[src/rtl/sprog_pkg.sv]
package sprog_pkg;
  // Operation code field width; its codes are decoded below.
  localparam int OPC_W = 8;

  localparam logic [OPC_W-1:0] OPC_READ    = 8'h40;
  localparam logic [OPC_W-1:0] OPC_BYTE_WR = 8'h80;
  localparam logic [OPC_W-1:0] OPC_PAGE_WR = 8'h90;
  localparam logic [OPC_W-1:0] OPC_ERASE   = 8'hA0;

  typedef enum logic [1:0] {
    MEM_READ    = 2'd0,
    MEM_BYTE_WR = 2'd1,
    MEM_PAGE_WR = 2'd2,
    MEM_ERASE   = 2'd3
  } memOp_e;

  // Strobes from control to datapath.
  typedef struct packed {
    logic frameClr;  // restart the bit count
    logic shiftEn;   // accept one serial bit
    logic loadRd;    // capture read data for shifting out
  } dpStrobe_t;
endpackage

[src/rtl/sprog_dp.sv]
module sprog_dp
  import sprog_pkg::*;
#(
  parameter int ADDR_W      = 16,
  parameter int DATA_W      = 8,
  parameter int SYNC_STAGES = 2,
  localparam int CMD_W      = OPC_W + ADDR_W + DATA_W,
  localparam int CNT_W      = $clog2(CMD_W + 1)
) (
  input  logic              clk,
  input  logic              rstN,
  input  logic              ldIn,
  input  logic              sclkIn,
  input  logic              sdiIn,
  input  dpStrobe_t         strb,
  input  logic [DATA_W-1:0] rdData,
  output logic              ldHigh,
  output logic              sclkRise,
  output logic              sdiBit,
  output logic [CNT_W-1:0]  bitCnt,
  output logic [CMD_W-1:0]  cmdWord,
  output logic              rdMsb
);
  // Synchroniser chains; SYNC_STAGES must be 2 or more.
  logic [SYNC_STAGES-1:0] ldSync, sclkSync, sdiSync;
  logic                   sclkPrev;
  logic [DATA_W-1:0]      rdSr;

  always_ff @(posedge clk or negedge rstN) begin
    if (!rstN) begin
      ldSync   <= '0;
      sclkSync <= '0;
      sdiSync  <= '0;
      sclkPrev <= 1'b0;
    end else begin
      ldSync   <= {ldSync[SYNC_STAGES-2:0], ldIn};
      sclkSync <= {sclkSync[SYNC_STAGES-2:0], sclkIn};
      sdiSync  <= {sdiSync[SYNC_STAGES-2:0], sdiIn};
      sclkPrev <= sclkSync[SYNC_STAGES-1];
    end
  end

  assign ldHigh   = ldSync[SYNC_STAGES-1];
  assign sdiBit   = sdiSync[SYNC_STAGES-1];
  assign sclkRise = sclkSync[SYNC_STAGES-1] & ~sclkPrev;

  // Command shift register and bit counter.
  always_ff @(posedge clk or negedge rstN) begin
    if (!rstN) begin
      bitCnt  <= '0;
      cmdWord <= '0;
    end else if (strb.frameClr) begin
      bitCnt <= '0;
    end else if (strb.shiftEn) begin
      cmdWord <= {cmdWord[CMD_W-2:0], sdiBit};
      bitCnt  <= bitCnt + 1'b1;
    end
  end

  // Read-back shifter; ones fill in behind the data.
  always_ff @(posedge clk or negedge rstN) begin
    if (!rstN) begin
      rdSr <= '1;
    end else if (strb.loadRd) begin
      rdSr <= rdData;
    end else if (strb.shiftEn) begin
      rdSr <= {rdSr[DATA_W-2:0], 1'b1};
    end
  end

  assign rdMsb = rdSr[DATA_W-1];


  cnt_limit_chk: assert property (@(posedge clk) disable iff (!rstN)
    bitCnt <= CNT_W'(CMD_W));


  frame_clear_chk: assert property (@(posedge clk) disable iff (!rstN)
    strb.frameClr |=> (bitCnt == '0));
endmodule

[src/rtl/sprog_ctrl.sv]
module sprog_ctrl
  import sprog_pkg::*;
#(
  parameter int ADDR_W = 16,
  parameter int DATA_W = 8,
  localparam int CMD_W = OPC_W + ADDR_W + DATA_W,
  localparam int CNT_W = $clog2(CMD_W + 1)
) (
  input  logic              clk,
  input  logic              rstN,
  input  logic              ldHigh,
  input  logic              sclkRise,
  input  logic              sdiBit,
  input  logic [CNT_W-1:0]  bitCnt,
  input  logic [CMD_W-1:0]  cmdWord,
  input  logic              memDone,
  output dpStrobe_t         strb,
  output logic              busyLow,
  output logic              memReq,
  output memOp_e            memOp,
  output logic [ADDR_W-1:0] memAddr,
  output logic [DATA_W-1:0] memWdata
);
  logic             lastBit;
  logic             cmdReady;
  logic             decValid;
  memOp_e           decOp;
  logic [OPC_W-1:0] opc;

  assign strb.frameClr = ~ldHigh;
  assign strb.shiftEn  = ldHigh & sclkRise & ~memReq & (bitCnt < CNT_W'(CMD_W));
  assign strb.loadRd   = memReq & memDone & (memOp == MEM_READ);
  assign lastBit       = strb.shiftEn & (bitCnt == CNT_W'(CMD_W - 1));

  assign opc = cmdWord[CMD_W-1 -: OPC_W];

  always_comb begin
    decValid = 1'b1;
    decOp    = MEM_READ;
    case (opc)
      OPC_READ:    decOp = MEM_READ;
      OPC_BYTE_WR: decOp = MEM_BYTE_WR;
      OPC_PAGE_WR: decOp = MEM_PAGE_WR;
      OPC_ERASE:   decOp = MEM_ERASE;
      default:     decValid = 1'b0;
    endcase
  end

  always_ff @(posedge clk or negedge rstN) begin
    if (!rstN) begin
      cmdReady <= 1'b0;
      busyLow  <= 1'b0;
      memReq   <= 1'b0;
      memOp    <= MEM_READ;
      memAddr  <= '0;
      memWdata <= '0;
    end else begin
      cmdReady <= lastBit;
      // A leading 1 marks a write-class command: show busy at once.
      if (strb.shiftEn && bitCnt == '0 && sdiBit) busyLow <= 1'b1;
      // A frame dropped before completion releases the busy line.
      if (!ldHigh && !memReq && !cmdReady) busyLow <= 1'b0;
      if (cmdReady) begin
        if (decValid) begin
          memReq   <= 1'b1;
          memOp    <= decOp;
          memAddr  <= cmdWord[DATA_W +: ADDR_W];
          memWdata <= cmdWord[DATA_W-1:0];
        end else begin
          busyLow <= 1'b0;
        end
      end
      if (memReq && memDone) begin
        memReq  <= 1'b0;
        busyLow <= 1'b0;
      end
    end
  end


  req_hold_chk: assert property (@(posedge clk) disable iff (!rstN)
    memReq && !memDone |=> memReq && $stable(memAddr) && $stable(memOp) && $stable(memWdata));


  req_release_chk: assert property (@(posedge clk) disable iff (!rstN)
    memReq && memDone |=> !memReq && !busyLow);


  busy_cover_chk: assert property (@(posedge clk) disable iff (!rstN)
    memReq && memOp != MEM_READ |-> busyLow);
endmodule

[src/rtl/sprog_if.sv]
module sprog_if
  import sprog_pkg::*;
#(
  parameter int ADDR_W      = 16,
  parameter int DATA_W      = 8,
  parameter int SYNC_STAGES = 2,
  localparam int CMD_W      = OPC_W + ADDR_W + DATA_W,
  localparam int CNT_W      = $clog2(CMD_W + 1)
) (
  input  logic              clk,
  input  logic              rstN,
  input  logic              progLoad,
  input  logic              progClk,
  input  logic              progDin,
  output logic              progDout,
  output logic              memReq,
  output logic [1:0]        memOp,
  output logic [ADDR_W-1:0] memAddr,
  output logic [DATA_W-1:0] memWdata,
  input  logic [DATA_W-1:0] memRdata,
  input  logic              memDone
);
  dpStrobe_t        strb;
  logic             ldHigh, sclkRise, sdiBit, rdMsb, busyLow;
  logic [CNT_W-1:0] bitCnt;
  logic [CMD_W-1:0] cmdWord;
  memOp_e           memOpE;

  sprog_dp #(.ADDR_W(ADDR_W), .DATA_W(DATA_W), .SYNC_STAGES(SYNC_STAGES)) u_dp (
    .clk(clk), .rstN(rstN), .ldIn(progLoad), .sclkIn(progClk), .sdiIn(progDin),
    .strb(strb), .rdData(memRdata), .ldHigh(ldHigh), .sclkRise(sclkRise),
    .sdiBit(sdiBit), .bitCnt(bitCnt), .cmdWord(cmdWord), .rdMsb(rdMsb)
  );

  sprog_ctrl #(.ADDR_W(ADDR_W), .DATA_W(DATA_W)) u_ctrl (
    .clk(clk), .rstN(rstN), .ldHigh(ldHigh), .sclkRise(sclkRise), .sdiBit(sdiBit),
    .bitCnt(bitCnt), .cmdWord(cmdWord), .memDone(memDone), .strb(strb),
    .busyLow(busyLow), .memReq(memReq), .memOp(memOpE), .memAddr(memAddr),
    .memWdata(memWdata)
  );

  assign memOp    = memOpE;
  assign progDout = ~busyLow & rdMsb;
endmodule

[config.mk]
export PLATFORM = sky130hd
export DESIGN_NAME = sprog_if
export DESIGN_NICKNAME = d
export VERILOG_FILES = /design/src/rtl/sprog_pkg.sv /design/src/rtl/sprog_dp.sv /design/src/rtl/sprog_ctrl.sv /design/src/rtl/sprog_if.sv
export SDC_FILE = /design/constraint.sdc
export NUM_CORES = 1
export LEC_CHECK = 0
export ABC_AREA = 1
export BUFFER_PORTS_ARGS = -buffer_cell sky130_fd_sc_hd__buf_2
export CORE_MARGIN = 2
export CORE_UTILIZATION = 51
export DETAILED_ROUTE_END_ITERATION = 10
export PLACE_DENSITY = 0.74
export SYNTH_ARGS = -nofsm -noshare
export SYNTH_HDL_FRONTEND = slang
export SYNTH_SLANG_ARGS = --single-unit
[constraint.sdc]
create_clock -name clk -period 1.2 [get_ports clk]
set_clock_uncertainty 0.05 [all_clocks]
set_input_delay 0.24 -clock clk [delete_from_list [all_inputs] [get_ports clk]]
set_output_delay 0.24 -clock clk [all_outputs]
set_load 0.05 [all_outputs]
After elaboration in Yosys (flattened, before gate mapping)

Index checks and enable logic that the tools add are counted.

Add/sub/neg operators: 1
$lt $le $gt $ge: 1
Equality and inequality tests: 6
Muxes and demuxes: 14
Bitwise logic cells: 11
Reduce and logical (&&, ||, !) cells: 17

Operators with widths:

| kind                  | count |
|---|---|
| $eq A8 B8 Y1 const B  | 3 |
| $mux W8               | 2 |
| $mux W6               | 2 |
| $mux W1               | 9 |
| $and A1 B1 Y1         | 8 |
| $eq A8 B7 Y1 const B  | 1 |
| $add A6 B1 Y6 const B | 1 |
| $eq A6 B5 Y1 const B  | 1 |
| $logic_not A6 Y1      | 1 |
| $lt A6 B6 Y1 const B  | 1 |
| $pmux W2 S3           | 1 |
| $reduce_and A2 Y1     | 3 |
| $reduce_bool A2 Y1    | 3 |
| $logic_and A1 B1 Y1   | 5 |
| $reduce_or A4 Y1      | 1 |
| $logic_not A1 Y1      | 3 |
| $not A1 Y1            | 3 |
| $logic_not A2 Y1      | 1 |
| $ne A2 B1 Y1 const B  | 1 |

Register bits after elaboration: 82
Output and inout bits: 28
Word-level logic and storage cells: 63

Longest topological paths before layout

Word-level depth: 12
Depth in mapped cells: 9
Mapped depth without buffers: 9

Cells and area by module

Synthesis repeated with hierarchy kept, for this count alone.

Cells, all modules: 386
Area total of the unflattened synthesis: 3442.1 µm²

By module, submodules not included:

| module     | instances | cells each | area each (µm²) |
|---|---|---|---|
| sprog_dp   | 1         | 224        | 2110.8 |
| sprog_ctrl | 1         | 160        | 1321.3 |
| sprog_if   | 1         | 2          | 10.0 |

Least setup slack after synthesis

No wires, ideal clock.

Path kind: reg2reg
From: register u_ctrl.memReq
To: register u_dp.rdSr[1]
Library setup time: 0.064 ns
Data arrival time: 1.421 ns
Path slack: -0.335 ns
Cell stages (with the launch flop): 8
Buffers on the path: 0
Clock period less this slack: 1.535 ns
Cell sequence: dfrtp_1 nand2_1 clkinv_1 nand2_2 nand2_1 inv_1 nand2_1 nand3_1

Longest elaborated chain between the ends: 4
Elaborated cells on any way between the ends: 7
Classes of those cells: mux (1); bitwise (5); reduce/logical (1)

RTL lines:

| item                                | RTL line         | text |
|---|---|---|
| start: declaration                  | sprog_ctrl.sv:19 | `output logic memReq,` |
| start signal: assignment            | sprog_ctrl.sv:53 | `memReq <= 1'b0;` |
| start signal: assignment            | sprog_ctrl.sv:65 | `memReq <= 1'b1;` |
| start signal: assignment            | sprog_ctrl.sv:74 | `memReq <= 1'b0;` |
| $not A1 Y1                          | sprog_ctrl.sv:31 | `assign strb.shiftEn = ldHigh & sclkRise & ~memReq & (bitCnt < CNT_W'(CMD_W));` |
| $and A1 B1 Y1 (2 in series)         | sprog_ctrl.sv:31 |  |
| $reduce_bool A2 Y1 (no source line) | -                |  |
| end signal: assignment              | sprog_dp.sv:65   | `rdSr <= rdData;` |
| end signal: assignment              | sprog_dp.sv:67   | `rdSr <= {rdSr[DATA_W-2:0], 1'b1};` |
| end: declaration                    | sprog_dp.sv:27   | `logic [DATA_W-1:0] rdSr;` |

Several ways; a longest one is shown, not always the timed one.
A chain may end at the register's enable or synchronous reset.

Final worst setup path

From: register u_dp.cmdWord[26]
To: register u_ctrl.memAddr[14]

Longest elaborated chain between the ends: 4
Elaborated cells on any way between the ends: 7
Classes of those cells: eq/ne (4); mux (1); reduce/logical (2)

RTL lines:

| item                                         | RTL line         | text |
|---|---|---|
| start: declaration                           | sprog_dp.sv:21   | `output logic [CMD_W-1:0] cmdWord,` |
| start signal: assignment                     | sprog_dp.sv:55   | `cmdWord <= {cmdWord[CMD_W-2:0], sdiBit};` |
| $eq A8 B7 Y1 or $eq A8 B8 Y1 (tied branches) | sprog_ctrl.sv:40 | `case (opc)` |
| $reduce_or A4 Y1 (no source line) *          | -                |  |
| $mux W1 *                                    | sprog_ctrl.sv:40 |  |
| $reduce_and A2 Y1 (no source line) *         | -                |  |
| end signal: assignment                       | sprog_ctrl.sv:67 | `memAddr <= cmdWord[DATA_W +: ADDR_W];` |
| end: declaration                             | sprog_ctrl.sv:21 | `output logic [ADDR_W-1:0] memAddr,` |

Every way passes the cells marked *; elsewhere a longest branch is shown, timed or not.

==> flow_metrics.tcl <==
set metrics [dict create \
    grt_max_degree 38 \
    yosys-top-cells-area "dfrtp_1 55%, nand2_1 17%, nand3_1 7.8%, dfstp_2 6.3%, inv_1 2.5%" \
    synthesis.nets 391 \
    wl_per_cell_um 27.53 \
    cp.arrival_ns 1.98 \
    violations "setup timing" \
    finalWorstSetupSlack_ns -0.5278 \
    setup_tns_ns -27.00 \
    grt_pass1_wl_um 18290 \
    intPower_w 0.004478 \
    dieWidth_um 84.98 \
    die_area_sq_mm 0.007222 \
    antenna_found_initial 0 \
    hold_viol_final 0 \
    worst_slew_pin_slew_ns 0.3896 \
    p_clk_frac 0.378 \
    drcViolationCount 0 \
    clk_path_buf_depth 2 \
    synthToLayoutAreaGrowth_pct 80.47 \
    synth-seq-area-share 0.6165 \
    dieHeight_um 84.98 \
    yosysWarnings 0 \
    core_area_sq_mm 0.006350 \
    cts_tree "yes" \
    clkSlewWorstSetupHoldPaths_ns 0.09 \
    reg2reg_depth 9 \
    cellPowerDensity_mw_per_mm2 1030 \
    avgViaCountPerCell 6.383 \
    timing_worst_setup_path_type "reg -> reg" \
    p_leak_nw 3.244 \
    synth-xor-area-share 0.002619 \
    synth_compound_gate_area_share 0.02694 \
    drtAntennaViolNets 0 \
    cts.sinks 82 \
    start_util 0.5267 \
    floorplan.rows 29 \
    combinationalPowerShare 0.116 \
    fmax_mhz 578.8 \
    ys_types 24 \
    dr_wl_met3_um 1451 \
    drt_wl_total_um 16240 \
    synth_area_per_cell_sq_um 8.919 \
    setup_violations 103 \
    min_from "memRdata[4]" \
    rsz0062_at_grt "true" \
    cp-end-kind "register" \
    cp_data_required_time_ns 1.45 \
    worstHoldPathType "in -> reg" \
    fill_cells 139 \
    r2r_setup_slack_ns -0.53 \
    status "finished with violations" \
    synthDominantCellAreaShare 0.5537 \
    syn_inst 375 \
    dr_wl_met2_um 7883 \
    crit_path_max_fanout 7 \
    synthMuxAreaShare 0 \
    ys_ff_latch 82 \
    synth_top_family_by_area "simple AND/OR/NAND/NOR gates" \
    yosys.area_share.adder 0.007482 \
    min_period_over_period 1.440 \
    swShare 0.2794 \
    synth_simple_gate_area_frac 0.2903 \
    crit_path_start_kind "register" \
    top_layer "met4" \
    fin_crit_ns 1.728 \
    whs_ns 0.08412 \
    worstHoldPathCells 3 \
    ir_drop_v 0.001320 \
    grt_pass1_vias 3453 \
    cap_violations 0 \
    seq_power_share 0.506 \
    num_io_pins 42 \
    ctsRootBufferMaster "clkbuf_8" \
    wl_met1_um 5615 \
    clock_latency_ns 0.38 \
    dpl_cell_area_sq_mm 0.003865 \
    fin_nets 524 \
    drt_iter0_drc 513 \
    slew_headroom 0.7403 \
    gp_congestion 0.8118 \
    layout-drive-gt1-share 0.6550 \
    dpl.hpwl_um 4662 \
    grt_usage 0.3365 \
    cts_buffers 9 \
    finalMaxSlewViolations 0 \
    htreeDepth 3 \
    syn_area_sq_mm 0.003344 \
    design_area_sq_mm 0.006036 \
    p_sw_w 0.001736 \
    dr_total_vias 3766 \
    drtPass1Iterations 6 \
    globalRouteOverflowTotal 0 \
    min_delay_worst_endpoint "u_dp.rdSr[4]" \
    synth.largest_area_cell "dfrtp_1" \
    diodes 0 \
    r2r_end "u_ctrl.memAddr[14]" \
    r2r-start "u_dp.cmdWord[26]" \
    io_buffers 41 \
]
==> kinds of logic (layout without fill, tap and decap cells) <==
group | Yosys count | after routing
DFF | 82 | 82
AOI/OAI and AO/OA | 18 | 18
adders and majority gates | 2 | 2
xor gates and xnor gates | 1 | 1
buffers and inverters | 39 | 174
and+or+nand+nor | 233 | 236
==> registers in the layout, indices dropped and copies added (netlist names) <==
signal and count:
u_ctrl.busyLow 1, u_ctrl.cmdReady 1, u_ctrl.memAddr 16, u_ctrl.memOp 2
u_ctrl.memReq 1, u_ctrl.memWdata 8, u_dp.bitCnt 6, u_dp.cmdWord 32
u_dp.ldSync 2, u_dp.rdSr 8, u_dp.sclkPrev 1, u_dp.sclkSync 2
u_dp.sdiSync 2
==> area by class of cell <==
cell class / count / area (sq um) / share of cell area
multi-input cells: 257 / 1999 / 0.3313
clock inverters: 5 / 77.57 / 0.01285
clock buffers: 11 / 141.4 / 0.02342
repair buffers: 133 / 1538 / 0.2548
well taps: 77 / 96.34 / 0.01596
flip-flops and latches: 82 / 2066 / 0.3422
inverters: 25 / 117.6 / 0.01949
==> power by group through the flow <==
| stage | Clock (W) | Sequential [W] | Combinational, W |
|---|---|---|---|
| floorplan | 0 | 0.00305 | 0.000200 |
| global placement | 0 | 0.00307 | 0.000338 |
| detailed placement | 0 | 0.00308 | 0.000349 |
| CTS | 0.00224 | 0.00304 | 0.000519 |
| global route | 0.00242 | 0.00315 | 0.000754 |
| finish | 0.00235 | 0.00314 | 0.000719 |
==> Yosys cell counts (all sizes together) <==
master / count
o21ai: 14
dfrtp: 74
nand2: 158
nand3: 53
nand4: 1
or2: 1
buf: 11
nor2: 18
clkbuf: 3
dfstp: 8
ha: 2
a21oi: 4
nor3: 2
clkinv: 1
xor2: 1
inv: 24
==> stage by stage <==
step | power [W] | util | std cells | setup slack [ns]
3_3_place_gp | 0.003411 | 0.6087 | 503 | -0.1142
3_5_place_dp | 0.003430 | 0.6087 | 503 | -0.1602
2_1_floorplan | 0.003254 | - | 375 | -0.2116
5_1_grt | 0.006325 | 0.9505 | 590 | -0.5122
4_1_cts | 0.005800 | 0.8499 | 576 | -0.2793
6_report | 0.006214 | 0.9505 | 590 | -0.5278
==> routing by layer <==
layer	vias up	GRT usage
li1	1452	-
met1	1850	0.4212
met2	340	0.5447
met3	124	0.07685
met4	0	0.1804
met5	-	0
==> critical path, cell delays in order (launching register included) <==
cell and delay [ns]:
dfrtp_1 0.42, nor2_2 0.20, nand2_2 0.12, inv_2 0.11
nand3_4 0.14, buf_12 0.19, buf_12 0.12, nand2_8 0.12
nand2_1 0.07, nand2_1 0.10
==> layout by cell type (no fill, tap or decap), drive strengths merged <==
master,n
nand4,1
nor2,18
o21ai,14
clkbuf,13
xor2,1
nand3,53
clkinv,3
nor3,2
a21oi,4
buf,127
dfrtp,74
dlygate4sd3,4
or2,1
clkinvlp,1
dfstp,8
ha,2
nand2,161
inv,24
bufinv,2
==> how the worst max path moves through the flow <==
stage                     start                  to  slack [ns]  cells after the start
2_1_floorplan     u_ctrl.memReq    u_dp.cmdWord[14]       -0.21                      8
3_3_place_gp   u_dp.cmdWord[26]     u_ctrl.memOp[0]       -0.11                      7
3_5_place_dp   u_dp.cmdWord[26]     u_ctrl.memOp[0]       -0.16                      7
4_1_cts            u_dp.rdSr[7]            progDout       -0.28                      3
5_1_grt        u_dp.cmdWord[26]  u_ctrl.memAddr[14]       -0.51                      9
6_report       u_dp.cmdWord[26]  u_ctrl.memAddr[14]       -0.53                      9
==> repair_timing <==
item,CTS,global route
setup endpoints to repair,103,103
resized for setup,191,151
setup buffers,40,21
cloned,13,2
hold buffers,4,0
hold endpoints to repair,67,0
pin swaps,66,53
No activity file was read; power rests on OpenSTA's default activity.
